--- config.mk ---
export PLATFORM = sky130hd
export DESIGN_NAME = fw_scan_guard
export DESIGN_NICKNAME = d
export VERILOG_FILES = /design/src/rtl/scan_pkg.sv /design/src/rtl/scan_regs.sv /design/src/rtl/scan_seq.sv /design/src/rtl/scan_timer.sv /design/src/rtl/rst_pulse.sv /design/src/rtl/fw_scan_guard.sv
export SDC_FILE = /design/constraint.sdc
export NUM_CORES = 2
export LEC_CHECK = 0
export CAP_MARGIN = 10
export CORE_AREA = 2 2 354 356
export DETAILED_ROUTE_END_ITERATION = 6
export DIE_AREA = 0 0 356 358
export PLACE_DENSITY = 0.73
export SLEW_MARGIN = 20
export SYNTH_ARGS = -nofsm -noshare
export SYNTH_HDL_FRONTEND = slang
export SYNTH_SLANG_ARGS = --single-unit
--- constraint.sdc ---
create_clock -name clk -period 6.55 [get_ports clk]
set_clock_uncertainty 0.05 [all_clocks]
set_input_delay 1.965 -clock clk [delete_from_list [all_inputs] [get_ports clk]]
set_output_delay 1.965 -clock clk [all_outputs]
set_load 0.01 [all_outputs]
--- src/rtl/scan_pkg.sv ---
package scan_pkg;
  localparam int WORD_W    = 32;
  localparam int DIG_WORDS = 8;
  localparam int DIG_W     = WORD_W * DIG_WORDS;

  localparam logic [4:0] IDX_CTRL   = 5'd0;
  localparam logic [4:0] IDX_STATUS = 5'd1;
  localparam logic [4:0] IDX_START  = 5'd2;
  localparam logic [4:0] IDX_END    = 5'd3;
  localparam logic [4:0] IDX_PERIOD = 5'd4;
  localparam logic [1:0] GRP_REF    = 2'b01;
  localparam logic [1:0] GRP_SEED   = 2'b10;
  localparam logic [1:0] GRP_DIG    = 2'b11;

  typedef enum logic [2:0] {
    SQ_IDLE, SQ_SEED, SQ_REQ, SQ_WAIT, SQ_SEND, SQ_DIG
  } sq_state_t;
endpackage

--- src/rtl/scan_regs.sv ---
module scan_regs
  import scan_pkg::*;
#(
  parameter int ADDR_W = 16,
  parameter int PER_W  = 24
) (
  input  logic              clk,
  input  logic              rst,
  input  logic              soft_rst,
  input  logic              reg_wr,
  input  logic              reg_rd,
  input  logic [4:0]        reg_idx,
  input  logic [31:0]       reg_wdata,
  output logic [31:0]       reg_rdata,
  output logic [ADDR_W-1:0] cfg_start,
  output logic [ADDR_W-1:0] cfg_end,
  output logic [PER_W-1:0]  cfg_period,
  output logic [DIG_W-1:0]  cfg_ref,
  output logic [DIG_W-1:0]  cfg_seed,
  output logic              guard_en,
  output logic              seed_en,
  output logic              gp_go,
  output logic              breach_flag,
  input  logic              busy,
  input  logic              done_set,
  input  logic              err_set,
  input  logic              breach_set,
  input  logic              dig_set,
  input  logic [DIG_W-1:0]  dig_val
);
  logic [DIG_WORDS-1:0][WORD_W-1:0] ref_q, seed_q, dig_q;
  logic done_q, err_q;
  logic lock;

  assign lock        = guard_en;
  assign cfg_ref     = ref_q;
  assign cfg_seed    = seed_q;
  assign breach_flag = breach_q;

  logic breach_q;

  // Status flags that survive the soft reset
  always_ff @(posedge clk) begin
    if (rst) begin
      breach_q <= 1'b0;
      err_q    <= 1'b0;
    end else begin
      if (breach_set) breach_q <= 1'b1;
      if (err_set)    err_q    <= 1'b1;
    end
  end

  // Configuration and volatile state
  always_ff @(posedge clk) begin
    if (rst || soft_rst) begin
      cfg_start  <= '0;
      cfg_end    <= '0;
      cfg_period <= '0;
      ref_q      <= '0;
      seed_q     <= '0;
      dig_q      <= '0;
      guard_en   <= 1'b0;
      seed_en    <= 1'b0;
      gp_go      <= 1'b0;
      done_q     <= 1'b0;
    end else begin
      gp_go <= 1'b0;
      if (done_set) done_q <= 1'b1;
      if (dig_set)  dig_q  <= dig_val;
      if (reg_wr) begin
        unique case (reg_idx[4:3])
          2'b00: begin
            if (reg_idx == IDX_CTRL) begin
              if (reg_wdata[1]) guard_en <= 1'b1;
              if (!lock) seed_en <= reg_wdata[2];
              if (reg_wdata[0] && !lock && !busy) begin
                gp_go  <= 1'b1;
                done_q <= 1'b0;
              end
            end else if (reg_idx == IDX_START && !lock) begin
              cfg_start <= reg_wdata[ADDR_W-1:0];
            end else if (reg_idx == IDX_END && !lock) begin
              cfg_end <= reg_wdata[ADDR_W-1:0];
            end else if (reg_idx == IDX_PERIOD && !lock) begin
              cfg_period <= reg_wdata[PER_W-1:0];
            end
          end
          GRP_REF:  if (!lock) ref_q[reg_idx[2:0]]  <= reg_wdata;
          GRP_SEED: if (!lock) seed_q[reg_idx[2:0]] <= reg_wdata;
          default: ;
        endcase
      end
    end
  end

  // Registered read port; seed words are write-only
  always_ff @(posedge clk) begin
    if (rst) begin
      reg_rdata <= '0;
    end else if (reg_rd) begin
      unique case (reg_idx[4:3])
        2'b00: begin
          case (reg_idx)
            IDX_CTRL:   reg_rdata <= {29'd0, seed_en, guard_en, 1'b0};
            IDX_STATUS: reg_rdata <= {28'd0, err_q, breach_q, done_q, busy};
            IDX_START:  reg_rdata <= 32'(cfg_start);
            IDX_END:    reg_rdata <= 32'(cfg_end);
            IDX_PERIOD: reg_rdata <= 32'(cfg_period);
            default:    reg_rdata <= '0;
          endcase
        end
        GRP_REF:  reg_rdata <= ref_q[reg_idx[2:0]];
        GRP_SEED: reg_rdata <= '0;
        default:  reg_rdata <= dig_q[reg_idx[2:0]];
      endcase
    end
  end

  AST_GUARD_STICKY: assert property (@(posedge clk) disable iff (rst || soft_rst)
    guard_en |=> guard_en);
  AST_START_LOCKED: assert property (@(posedge clk) disable iff (rst || soft_rst)
    (guard_en && reg_wr && reg_idx == IDX_START) |=> $stable(cfg_start));
  AST_NO_GO_IN_GUARD: assert property (@(posedge clk) disable iff (rst || soft_rst)
    guard_en |=> !gp_go);
endmodule

--- src/rtl/scan_seq.sv ---
module scan_seq
  import scan_pkg::*;
#(
  parameter int ADDR_W    = 16,
  parameter int BLK_WORDS = 16,
  localparam int CW  = $clog2(BLK_WORDS + 1),
  localparam int IW  = $clog2(BLK_WORDS),
  localparam int SVW = $clog2(DIG_WORDS + 1)
) (
  input  logic                      clk,
  input  logic                      rst,
  input  logic                      start,
  input  logic                      guard_mode,
  input  logic                      seed_en,
  input  logic [ADDR_W-1:0]         cfg_start,
  input  logic [ADDR_W-1:0]         cfg_end,
  input  logic [DIG_W-1:0]          cfg_ref,
  input  logic [DIG_W-1:0]          cfg_seed,
  output logic                      mem_req,
  output logic [ADDR_W-1:0]         mem_addr,
  input  logic                      mem_rvalid,
  input  logic [31:0]               mem_rdata,
  output logic                      blk_valid,
  input  logic                      blk_ready,
  output logic [32*BLK_WORDS-1:0]   blk_data,
  output logic [CW-1:0]             blk_nwords,
  output logic                      blk_first,
  output logic                      blk_last,
  input  logic                      dig_valid,
  input  logic [DIG_W-1:0]          dig,
  output logic                      busy,
  output logic                      done_pulse,
  output logic                      err_pulse,
  output logic                      fire,
  output logic                      dig_cap
);
  sq_state_t         st;
  logic [ADDR_W-1:0] addr, endr;
  logic [CW-1:0]     cnt;
  logic [SVW-1:0]    svi;
  logic              first_f, last_f, fm, seed_f;
  logic              bad_range;
  logic              wr_en;
  logic [31:0]       wr_data;
  logic [31:0]       bufw [BLK_WORDS];

  assign bad_range  = cfg_end < cfg_start;
  assign busy       = st != SQ_IDLE;
  assign err_pulse  = (st == SQ_IDLE) && start && bad_range;
  assign dig_cap    = (st == SQ_DIG) && dig_valid;
  assign done_pulse = dig_cap || err_pulse;
  assign fire       = dig_cap && fm && (dig != cfg_ref);

  assign blk_valid  = st == SQ_SEND;
  assign blk_nwords = cnt;
  assign blk_first  = first_f;
  assign blk_last   = last_f;

  assign wr_en   = (st == SQ_SEED) || ((st == SQ_WAIT) && mem_rvalid);
  assign wr_data = (st == SQ_SEED) ? cfg_seed[32*svi +: 32] : mem_rdata;

  // Block assembly buffer, no reset so it maps to plain storage
  always_ff @(posedge clk) begin
    if (wr_en) bufw[cnt[IW-1:0]] <= wr_data;
  end

  for (genvar g = 0; g < BLK_WORDS; g++) begin : g_blk
    assign blk_data[32*g +: 32] = bufw[g];
  end

  always_ff @(posedge clk) begin
    if (rst) begin
      st       <= SQ_IDLE;
      mem_req  <= 1'b0;
      mem_addr <= '0;
      addr     <= '0;
      endr     <= '0;
      cnt      <= '0;
      svi      <= '0;
      first_f  <= 1'b0;
      last_f   <= 1'b0;
      fm       <= 1'b0;
      seed_f   <= 1'b0;
    end else begin
      mem_req <= 1'b0;
      unique case (st)
        SQ_IDLE: if (start && !bad_range) begin
          addr    <= cfg_start;
          endr    <= cfg_end;
          cnt     <= '0;
          svi     <= '0;
          first_f <= 1'b1;
          last_f  <= 1'b0;
          fm      <= guard_mode;
          seed_f  <= seed_en && !guard_mode;
          st      <= (seed_en && !guard_mode) ? SQ_SEED : SQ_REQ;
        end
        SQ_SEED: begin
          cnt <= cnt + 1'b1;
          svi <= svi + 1'b1;
          if (cnt == CW'(BLK_WORDS - 1))        st <= SQ_SEND;
          else if (svi == SVW'(DIG_WORDS - 1))  st <= SQ_REQ;
        end
        SQ_REQ: begin
          mem_req  <= 1'b1;
          mem_addr <= addr;
          st       <= SQ_WAIT;
        end
        SQ_WAIT: if (mem_rvalid) begin
          cnt <= cnt + 1'b1;
          if (addr == endr) begin
            last_f <= 1'b1;
            st     <= SQ_SEND;
          end else begin
            addr <= addr + 1'b1;
            st   <= (cnt == CW'(BLK_WORDS - 1)) ? SQ_SEND : SQ_REQ;
          end
        end
        SQ_SEND: if (blk_ready) begin
          first_f <= 1'b0;
          cnt     <= '0;
          if (last_f)                                   st <= SQ_DIG;
          else if (seed_f && svi != SVW'(DIG_WORDS))    st <= SQ_SEED;
          else                                          st <= SQ_REQ;
        end
        SQ_DIG: if (dig_valid) st <= SQ_IDLE;
        default: st <= SQ_IDLE;
      endcase
    end
  end

  AST_ONE_OUTSTANDING: assert property (@(posedge clk) disable iff (rst)
    mem_req |=> !mem_req);
  AST_ADDR_IN_WINDOW: assert property (@(posedge clk) disable iff (rst)
    mem_req |-> (mem_addr <= endr));
  AST_BAD_RANGE_IDLE: assert property (@(posedge clk) disable iff (rst)
    err_pulse |=> !busy && !mem_req);
  AST_BLK_HOLD: assert property (@(posedge clk) disable iff (rst)
    (blk_valid && !blk_ready) |=> blk_valid && $stable(blk_data) && $stable(blk_nwords));
  AST_NO_GP_FIRE: assert property (@(posedge clk) disable iff (rst)
    (dig_cap && !fm) |-> !fire);
endmodule

--- src/rtl/scan_timer.sv ---
module scan_timer #(
  parameter int PER_W = 24
) (
  input  logic             clk,
  input  logic             rst,
  input  logic             load,
  input  logic [PER_W-1:0] period,
  output logic             tick
);
  logic [PER_W-1:0] cnt;
  logic             run;

  assign tick = run && (cnt == '0);

  always_ff @(posedge clk) begin
    if (rst) begin
      cnt <= '0;
      run <= 1'b0;
    end else if (load) begin
      cnt <= period;
      run <= 1'b1;
    end else if (tick) begin
      run <= 1'b0;
    end else if (run) begin
      cnt <= cnt - 1'b1;
    end
  end

  AST_TICK_SINGLE: assert property (@(posedge clk) disable iff (rst)
    tick |=> !tick);
endmodule

--- src/rtl/rst_pulse.sv ---
module rst_pulse #(
  parameter int RST_CYC = 16,
  localparam int RW = $clog2(RST_CYC + 1)
) (
  input  logic clk,
  input  logic rst,
  input  logic fire,
  output logic req
);
  logic [RW-1:0] left;

  always_ff @(posedge clk) begin
    if (rst) begin
      left <= '0;
      req  <= 1'b0;
    end else if (fire && !req) begin
      left <= RW'(RST_CYC - 1);
      req  <= 1'b1;
    end else if (req) begin
      if (left == '0) req <= 1'b0;
      else            left <= left - 1'b1;
    end
  end

  AST_PULSE_MIN2: assert property (@(posedge clk) disable iff (rst)
    $rose(req) |=> req);
endmodule

--- src/rtl/fw_scan_guard.sv ---
module fw_scan_guard
  import scan_pkg::*;
#(
  parameter int ADDR_W    = 16,
  parameter int PER_W     = 24,
  parameter int BLK_WORDS = 16,
  parameter int RST_CYC   = 16,
  localparam int CW = $clog2(BLK_WORDS + 1)
) (
  input  logic                    clk,
  input  logic                    rst,
  input  logic                    soft_rst_i,
  input  logic                    reg_wr_i,
  input  logic                    reg_rd_i,
  input  logic [4:0]              reg_idx_i,
  input  logic [31:0]             reg_wdata_i,
  output logic [31:0]             reg_rdata_o,
  output logic                    mem_req_o,
  output logic [ADDR_W-1:0]       mem_addr_o,
  input  logic                    mem_rvalid_i,
  input  logic [31:0]             mem_rdata_i,
  output logic                    blk_valid_o,
  input  logic                    blk_ready_i,
  output logic [32*BLK_WORDS-1:0] blk_data_o,
  output logic [CW-1:0]           blk_nwords_o,
  output logic                    blk_first_o,
  output logic                    blk_last_o,
  input  logic                    dig_valid_i,
  input  logic [DIG_W-1:0]        dig_i,
  output logic                    rst_req_o
);
  logic              vrst;
  logic [ADDR_W-1:0] cfg_start, cfg_end;
  logic [PER_W-1:0]  cfg_period;
  logic [DIG_W-1:0]  cfg_ref, cfg_seed;
  logic              guard_en, seed_en, gp_go, breach_flag;
  logic              busy, done_pulse, err_pulse, fire, dig_cap;
  logic              tick, guard_q, due, g_start, start;

  assign vrst    = rst || soft_rst_i;
  assign g_start = guard_en && due && !busy;
  assign start   = g_start || gp_go;

  // Scan request bookkeeping for guard mode
  always_ff @(posedge clk) begin
    if (vrst) begin
      guard_q <= 1'b0;
      due     <= 1'b0;
    end else begin
      guard_q <= guard_en;
      if (g_start)                            due <= 1'b0;
      else if ((guard_en && !guard_q) || tick) due <= 1'b1;
    end
  end

  scan_regs #(.ADDR_W(ADDR_W), .PER_W(PER_W)) i_regs (
    .clk, .rst, .soft_rst(soft_rst_i),
    .reg_wr(reg_wr_i), .reg_rd(reg_rd_i), .reg_idx(reg_idx_i),
    .reg_wdata(reg_wdata_i), .reg_rdata(reg_rdata_o),
    .cfg_start, .cfg_end, .cfg_period, .cfg_ref, .cfg_seed,
    .guard_en, .seed_en, .gp_go, .breach_flag, .busy,
    .done_set(done_pulse), .err_set(err_pulse), .breach_set(fire),
    .dig_set(dig_cap), .dig_val(dig_i)
  );

  scan_seq #(.ADDR_W(ADDR_W), .BLK_WORDS(BLK_WORDS)) i_seq (
    .clk, .rst(vrst), .start, .guard_mode(guard_en), .seed_en,
    .cfg_start, .cfg_end, .cfg_ref, .cfg_seed,
    .mem_req(mem_req_o), .mem_addr(mem_addr_o),
    .mem_rvalid(mem_rvalid_i), .mem_rdata(mem_rdata_i),
    .blk_valid(blk_valid_o), .blk_ready(blk_ready_i), .blk_data(blk_data_o),
    .blk_nwords(blk_nwords_o), .blk_first(blk_first_o), .blk_last(blk_last_o),
    .dig_valid(dig_valid_i), .dig(dig_i),
    .busy, .done_pulse, .err_pulse, .fire, .dig_cap
  );

  scan_timer #(.PER_W(PER_W)) i_timer (
    .clk, .rst(vrst), .load(done_pulse && guard_en),
    .period(cfg_period), .tick
  );

  rst_pulse #(.RST_CYC(RST_CYC)) i_pulse (
    .clk, .rst, .fire, .req(rst_req_o)
  );

  AST_BREACH_WITH_PULSE: assert property (@(posedge clk) disable iff (rst)
    $rose(rst_req_o) |-> breach_flag);
  AST_NO_START_WHILE_BUSY: assert property (@(posedge clk) disable iff (vrst)
    busy |-> !gp_go);
endmodule

## Word-level counts from Yosys, hierarchy flattened

Memory sizes are Yosys's and may differ from the RTL's.
Index checks and enable logic that the tools add are counted.

| storage, ports and cells | value |
|---|---|
| flip-flop bits (word level) | 960 |
| bits in writable memories | 512 |
| input bits | 333 |
| output and inout port bits | 570 |
| logic and storage cells | 218 |
| memories kept | 1 |

Memories:

| name | words | width | rd ports | clocked after Yosys merged registers in | wr ports | line | RTL |
|---|---|---|---|---|---|---|---|
| i_seq.bufw | 16 | 32 | 16 | 0 | 1 | scan_seq.sv:45 | `logic [31:0] bufw [BLK_WORDS];` |

| operators by class | value |
|---|---|
| add/sub/neg operators | 5 |
| magnitude comparators | 3 |
| equality and inequality tests | 25 |
| shift operators | 1 |
| muxes and demuxes | 60 |
| bitwise gates (word level) | 7 |
| reductions and logical operators | 64 |

Operators with widths:

| kind | count |
|---|---|
| bitwise mux 256 bit | 2 |
| != test 256 bit | 1 |
| indexed part select 256 x 10 -> 32 bit | 1 |
| binary-select mux 32 bit (select 3 bit) | 2 |
| two-way mux 32 bit | 4 |
| one-hot mux 24 bit (5 select lines) | 1 |
| demux 32 bit (select 3 bit) | 1 |
| one-hot mux 32 bit (3 select lines) | 1 |
| two-way mux 24 bit | 3 |
| two-way mux 16 bit | 3 |
| one-hot mux 16 bit (2 select lines) | 1 |
| two-way mux 3 bit | 9 |
| logical NOT 24 bit | 1 |
| AND reduction 4 bit | 6 |
| subtractor 24 x 1 -> 24 bit, second input constant | 1 |
| logical AND 1 bit | 21 |
| one-hot mux 5 bit (4 select lines) | 1 |
| two-way mux 1 bit | 19 |
| one-hot mux 3 bit (6 select lines) | 1 |
| adder 16 x 1 -> 16 bit, second input constant | 1 |
| == test 16 bit | 1 |
| less-than comparator 16 bit | 1 |
| two-way mux 4 bit | 4 |
| two-way mux 5 bit | 3 |
| 37 further kinds | 76 |

## Depth between registers and ports, before layout

| logic depth | value |
|---|---|
| depth after elaboration | 12 |
| mapped depth | 12 |
| depth with buffers taken out | 9 |

## Hierarchy

From an unflattened synthesis, not the netlist that was laid out.

| unflattened totals | value |
|---|---|
| cell total of the unflattened synthesis | 5746 |
| area, all modules | 61024.8 um^2 |

By module, submodules not included:

| module | instances | cells an instance | area each (um^2) | sequential area each (um^2) |
|---|---|---|---|---|
| scan_regs | 1 | 3964 | 34844.7 | 17256.6 |
| scan_seq | 1 | 1569 | 24269.5 | 16676.0 |
| scan_timer | 1 | 173 | 1531.5 | 500.5 |
| rst_pulse | 1 | 30 | 286.5 | 120.1 |
| fw_scan_guard | 1 | 10 | 92.6 | 40.0 |

## Worst setup path after synthesis

Ideal clock, no wire load.

| path | value |
|---|---|
| kind | input -> register |
| start | input port mem_rvalid_i |
| end | memory i_seq.bufw[0][0] (enable) |
| setup time | 0.461 ns |
| arrival | 4.561 ns |
| required time | 6.039 ns |
| slack | 1.478 ns |
| stages on the path | 4 |
| path buffers | 0 |
| cells stage by stage | nor2b_1 -> nor2_1 -> nand2_1 -> nor3_1 |

| on the way | value |
|---|---|
| word-level cells in the longest chain between the ends | 4 |

Ends and longest elaborated chain:

| element | line | RTL |
|---|---|---|
| start: declaration | fw_scan_guard.sv:20 | `input logic mem_rvalid_i,` |
| logical AND 1 bit | scan_seq.sv:59 | `assign wr_en = (st == SQ_SEED) \|\| ((st == SQ_WAIT) && mem_rvalid);` |
| logical OR 1 bit | scan_seq.sv:59 |  |
| two-way mux 1 bit | scan_seq.sv:64 | `if (wr_en) bufw[cnt[IW-1:0]] <= wr_data;` |
| two-way mux 1 bit (not written as such) | scan_seq.sv:64 |  |
| end: declaration | scan_seq.sv:45 |  |

Every way passes these cells.

## Final worst setup path

| path | value |
|---|---|
| start | input port dig_i[58] |
| end | register i_pulse.left[0] |

| on the way | value |
|---|---|
| word-level cells in the longest chain between the ends | 5 |
| elaborated cells on any way between the ends | 7 |
| those cells by class | eq/ne: 2; mux: 1; reduce/logical: 4 |

Ends and longest elaborated chain:

| element | line | RTL |
|---|---|---|
| start: declaration | fw_scan_guard.sv:29 | `input logic [DIG_W-1:0] dig_i,` |
| != test 256 bit * | scan_seq.sv:52 | `assign fire = dig_cap && fm && (dig != cfg_ref);` |
| logical AND 1 bit * | scan_seq.sv:52 |  |
| logical AND 1 bit * | rst_pulse.sv:16 | `end else if (fire && !req) begin` |
| != test 2 x 1 -> 1 bit (no line) / nonzero test 2 bit (equally long branches) | n/a |  |
| AND reduction 2 bit (no line) | n/a |  |
| end signal: assignment | rst_pulse.sv:17 | `left <= RW'(RST_CYC - 1);` |
| end signal: assignment | rst_pulse.sv:21 | `else left <= left - 1'b1;` |
| end: declaration | rst_pulse.sv:10 | `logic [RW-1:0] left;` |

Mark *: on every way between the ends. The rest lies on a longest branch, timed or not.
A chain may end at the register's enable or synchronous reset.

==> impl_summary.txt <==
----------------------------------------------------
[GRT]
  Number of global-route vias before repair ... 47600
  Global-route wire length before repair ... 338 mm
  Number of antenna violations at the first check in global routing ... 30
  Total Routing Usage GR ... 0.369
  Total overflow reported by the global router ... 0
  Pin count of the biggest net entering global routing ... 136

[Worst setup path]
  Setup CP Type ... primary input to flip-flop
  Cell-by-cell listing of the critical path ... clkdlybuf4s50_1, xnor2_1, nand4_1, nor4_1, nand2_1, nor4_1, a2111o_1, o21ai_0
  Largest fanout on the critical path ... 5
  R2r setup slk ... 3.10 ns
  Most used cell, CP ... sky130_fd_sc_hd__nor4_1
  Worst endpoint required time ... 7.14 ns
  Slowest-stage cell, CP ... sky130_fd_sc_hd__xnor2_1
  Count of buffering cells on the critical path with inverters included ... 1
  CP delay by family, top ... simple AND/OR/NAND/NOR gates
  Worst Setup Start Kind ... primary input
  Arrival time of data at the critical path endpoint ... 5.30 ns
  CP Capture Type ... flip-flop
  Slowest cell delay on critical path ... 0.76 ns

[Timing]
  Worst hold slack ... 0.399 ns
  Fmax ... 213 MHz
  Setup Viol. Count Final ... 0
  Post-route minimum period ... 4.70 ns
  Max-Slew Margin vs Limit ... 0.119
  Setup TNS after final layout ... 0 ns
  Final number of max-transition violations ... 0
  Final hold violations ... 0
  Unrepaired setup endpoints after global routing ... no
  Slew @ Worst Pin ... 1.32 ns
  Portion of the clock cycle consumed by the worst path in the final layout ... 0.718

[Route]
  Detailed-routing iteration count for the pre-antenna-repair pass ... 7
  Met3 wirelength from detailed routing ... 28.1 mm
  Wire length per cell ... 28.5 um
  Number of remaining DRC errors ... 3
  Avg Vias per Cell ... 6.04
  Initial drt markers ... 7373
  Residual antenna-violating net count after detailed routing ... 0
  Total length of routed wires ... 241 mm
  Routed via count ... 51100
  Routed wl met2 ... 108 mm
  Routed met1 length ... 84.3 mm
  Topmost layer with routed signal wires ... met5

[Floorplan]
  Die boundary width ... 356 um
  Total Die Area ... 0.127 sq mm
  Number of primary I/O pins ... 903
  Chip height ... 358 um
  Area of the placeable core ... 0.123 sq mm
  Row count ... 129
  Effective utilization at floorplan ... 0.485

[Worst hold path]
  Worst min path class ... flip-flop to flip-flop

[Yosys]
  Most area-consuming cells after synthesis ... sky130_fd_sc_hd__dfxtp_1 (32%), sky130_fd_sc_hd__edfxtp_1 (26%), sky130_fd_sc_hd__nand2_1 (11%), sky130_fd_sc_hd__a21oi_1 (7.6%), sky130_fd_sc_hd__mux4_2 (7.2%)
  Number of synthesis warnings ... 0
  Most instantiated flip-flop cell in the synthesis netlist ... sky130_fd_sc_hd__dfxtp_1
  Number of distinct library cells after synthesis ... 75
  Number of enable-type register cells in the synthesized netlist ... 512
  Post-synthesis register bit count ... 1472
  Post-Synthesis Cells ... 5961
  Post-synthesis average cell area ... 10.0 sq um
  Share of the synthesized area in the top cell type ... 0.321
  Post-synth ARST share ... 0
  Sequential area share after synthesis ... 0.578
  Area of the mapped netlist ... 0.0599 sq mm
  Syn_nets ... 6319
  Post-synthesis cell type with the largest combined area ... sky130_fd_sc_hd__dfxtp_1

[Clock network]
  Postcts setup bufs ... 0
  Clock-pin slew reported for the worst setup and hold paths after clock tree synthesis ... 0.06 ns
  Number of buffers between clock root and the deepest sink ... 3
  Clock network latency to the later pin of the worst-skew pair ... 0.80 ns
  Count of instances resized after the clock tree is built ... 0
  CTS tree ... yes
  Number of buffers created by CTS ... 151
  Number of sinks on the clock net ... 1472
  Root buffer cell ... sky130_fd_sc_hd__clkbuf_16
  Max H-tree Level ... 4
  Hold buffers post-CTS ... 0

[Placement]
  Routability congestion estimate ... 1.07
  HPWL after detailed placement ... 170 mm
  Number of port buffers ... 902
  Total instance count after detailed placement ... 8166

[Cells and area]
  Commonest non-fill, non-tap cell in the layout ... sky130_fd_sc_hd__nand2_1
  Non-filler cells, final ... 8464
  Most used cells in the layout excluding fill and tap cells ... sky130_fd_sc_hd__nand2_1 (1822), sky130_fd_sc_hd__dfxtp_1 (957), sky130_fd_sc_hd__a21oi_1 (912)
  Layout cell share with drive strength beyond 1 ... 0.0951
  Nets ... 7041
  Synth-to-Final Area Change ... 26.6%
  Number of fillers in the final layout ... 10100

[Run]
  Reported max-cap violation count ... 0

[Power and ir drop]
  Static Leakage ... 0.0238 uW
  Power Dens Cells ... 257 mW/mm^2
  Largest voltage drop on the vdd net ... 0.315 mV

[Run status]
  Violated checks ... design-rule violations
  Result of the run ... finished with violations

----------------------------------------------------
[cell families after synthesis]
logic type,Yosys count,synth area share
fa+ha+maj,25,0.00523
simple gates,2265,0.154
flops,1472,0.578
mux,291,0.0888
xor+xnor,258,0.0377
compound gates,1138,0.103
buf+inv,512,0.0336
[layer usage]
layer,global-route usage,vias to the layer above
met2,0.565,3669
met5,0,-
li1,-,22000
met4,0.269,4
met1,0.452,24600
met3,0.0964,823
[Yosys cell counts (all sizes together) (6+ instances only)]
library cell  number
dfxtp            960
o221ai             9
nor3              54
nand2b            26
nand3             43
xor2              23
inv               53
a311oi             7
ha                25
or3               10
nand4             66
nor2             136
clkbuf           400
o211ai             7
o22ai             33
xnor2            235
a22oi             21
nor2b             30
o2111ai            6
mux4             192
nor4              36
nand2           1828
or4               11
mux2i             98
and3               7
a2111o             8
a211oi            29
buf               58
edfxtp           512
a21oi            913
o21ai             75
[registers in the layout (all words and copies together) (netlist names), 5 cells and up]
register,cells
i_regs.cfg_ref,256
i_regs.cfg_start,16
i_pulse.left,5
i_timer.cnt,24
i_seq.addr,16
i_regs.dig_q,256
i_regs.reg_rdata,32
i_regs.cfg_end,16
i_regs.cfg_period,24
i_seq.blk_nwords,5
i_seq.endr,16
i_seq.mem_addr,16
i_seq.bufw,512
i_regs.cfg_seed,256
[power breakdown]
| part | leakage [uW] | switching [uW] | total, uW | internal (uW) |
|---|---|---|---|---|
| clock network | 0.00248 | 3730 | 8880 | 5150 |
| registers | 0.0123 | 16.6 | 9480 | 9460 |
| logic | 0.00896 | 733 | 1090 | 359 |
| total | 0.0238 | 4480 | 19400 | 15000 |
[final cells by class]
type | count | area (sq um) | share of cell area
clock inverters | 64 | 848 | 0.0112
inverters | 53 | 199 | 0.00262
repair buffers | 1028 | 10200 | 0.134
diodes | 23 | 57.6 | 0.000759
multi-input cells | 3977 | 23600 | 0.312
well taps | 1637 | 2050 | 0.0270
clock buffers | 210 | 4240 | 0.0559
flip-flops and latches | 1472 | 34600 | 0.457
[worst reg2reg max path, delay by kind of cell, from the launching register on]
kind / cells / cell delay, ns
and+or+nand+nor: 3 / 1.12
DFF: 1 / 0.52
buffers and inverters: 1 / 0.47
AOI/OAI and AO/OA: 1 / 0.88
[path summary, 6_finish.rpt]
| check | startpoint | to | cells past startpoint |
|---|---|---|---|
| setup / recovery | dig_i[58] | i_pulse.left[0] | 8 |
| hold / removal | i_regs.cfg_seed[98] | i_regs.cfg_seed[98] | 2 |
| setup reg to reg | i_seq.st[0] | i_seq.bufw[13][16] | 5 |
| hold reg to reg | i_regs.cfg_seed[98] | i_regs.cfg_seed[98] | 2 |
[stage by stage]
step | setup slack [ns] | cell area [sq um] | total power [uW] | util
after floorplan | 1.48 | 59900 | 10100 | -
after global placement | 1.22 | 70600 | 10700 | 0.572
after detailed placement | 1.29 | 70600 | 10700 | 0.573
after CTS | 2.11 | 75700 | 19400 | 0.614
after global routing | 1.96 | 75800 | 19800 | 0.614
final | 1.85 | 75800 | 19400 | 0.615
Note: power is estimated with default switching activity, not from simulation.
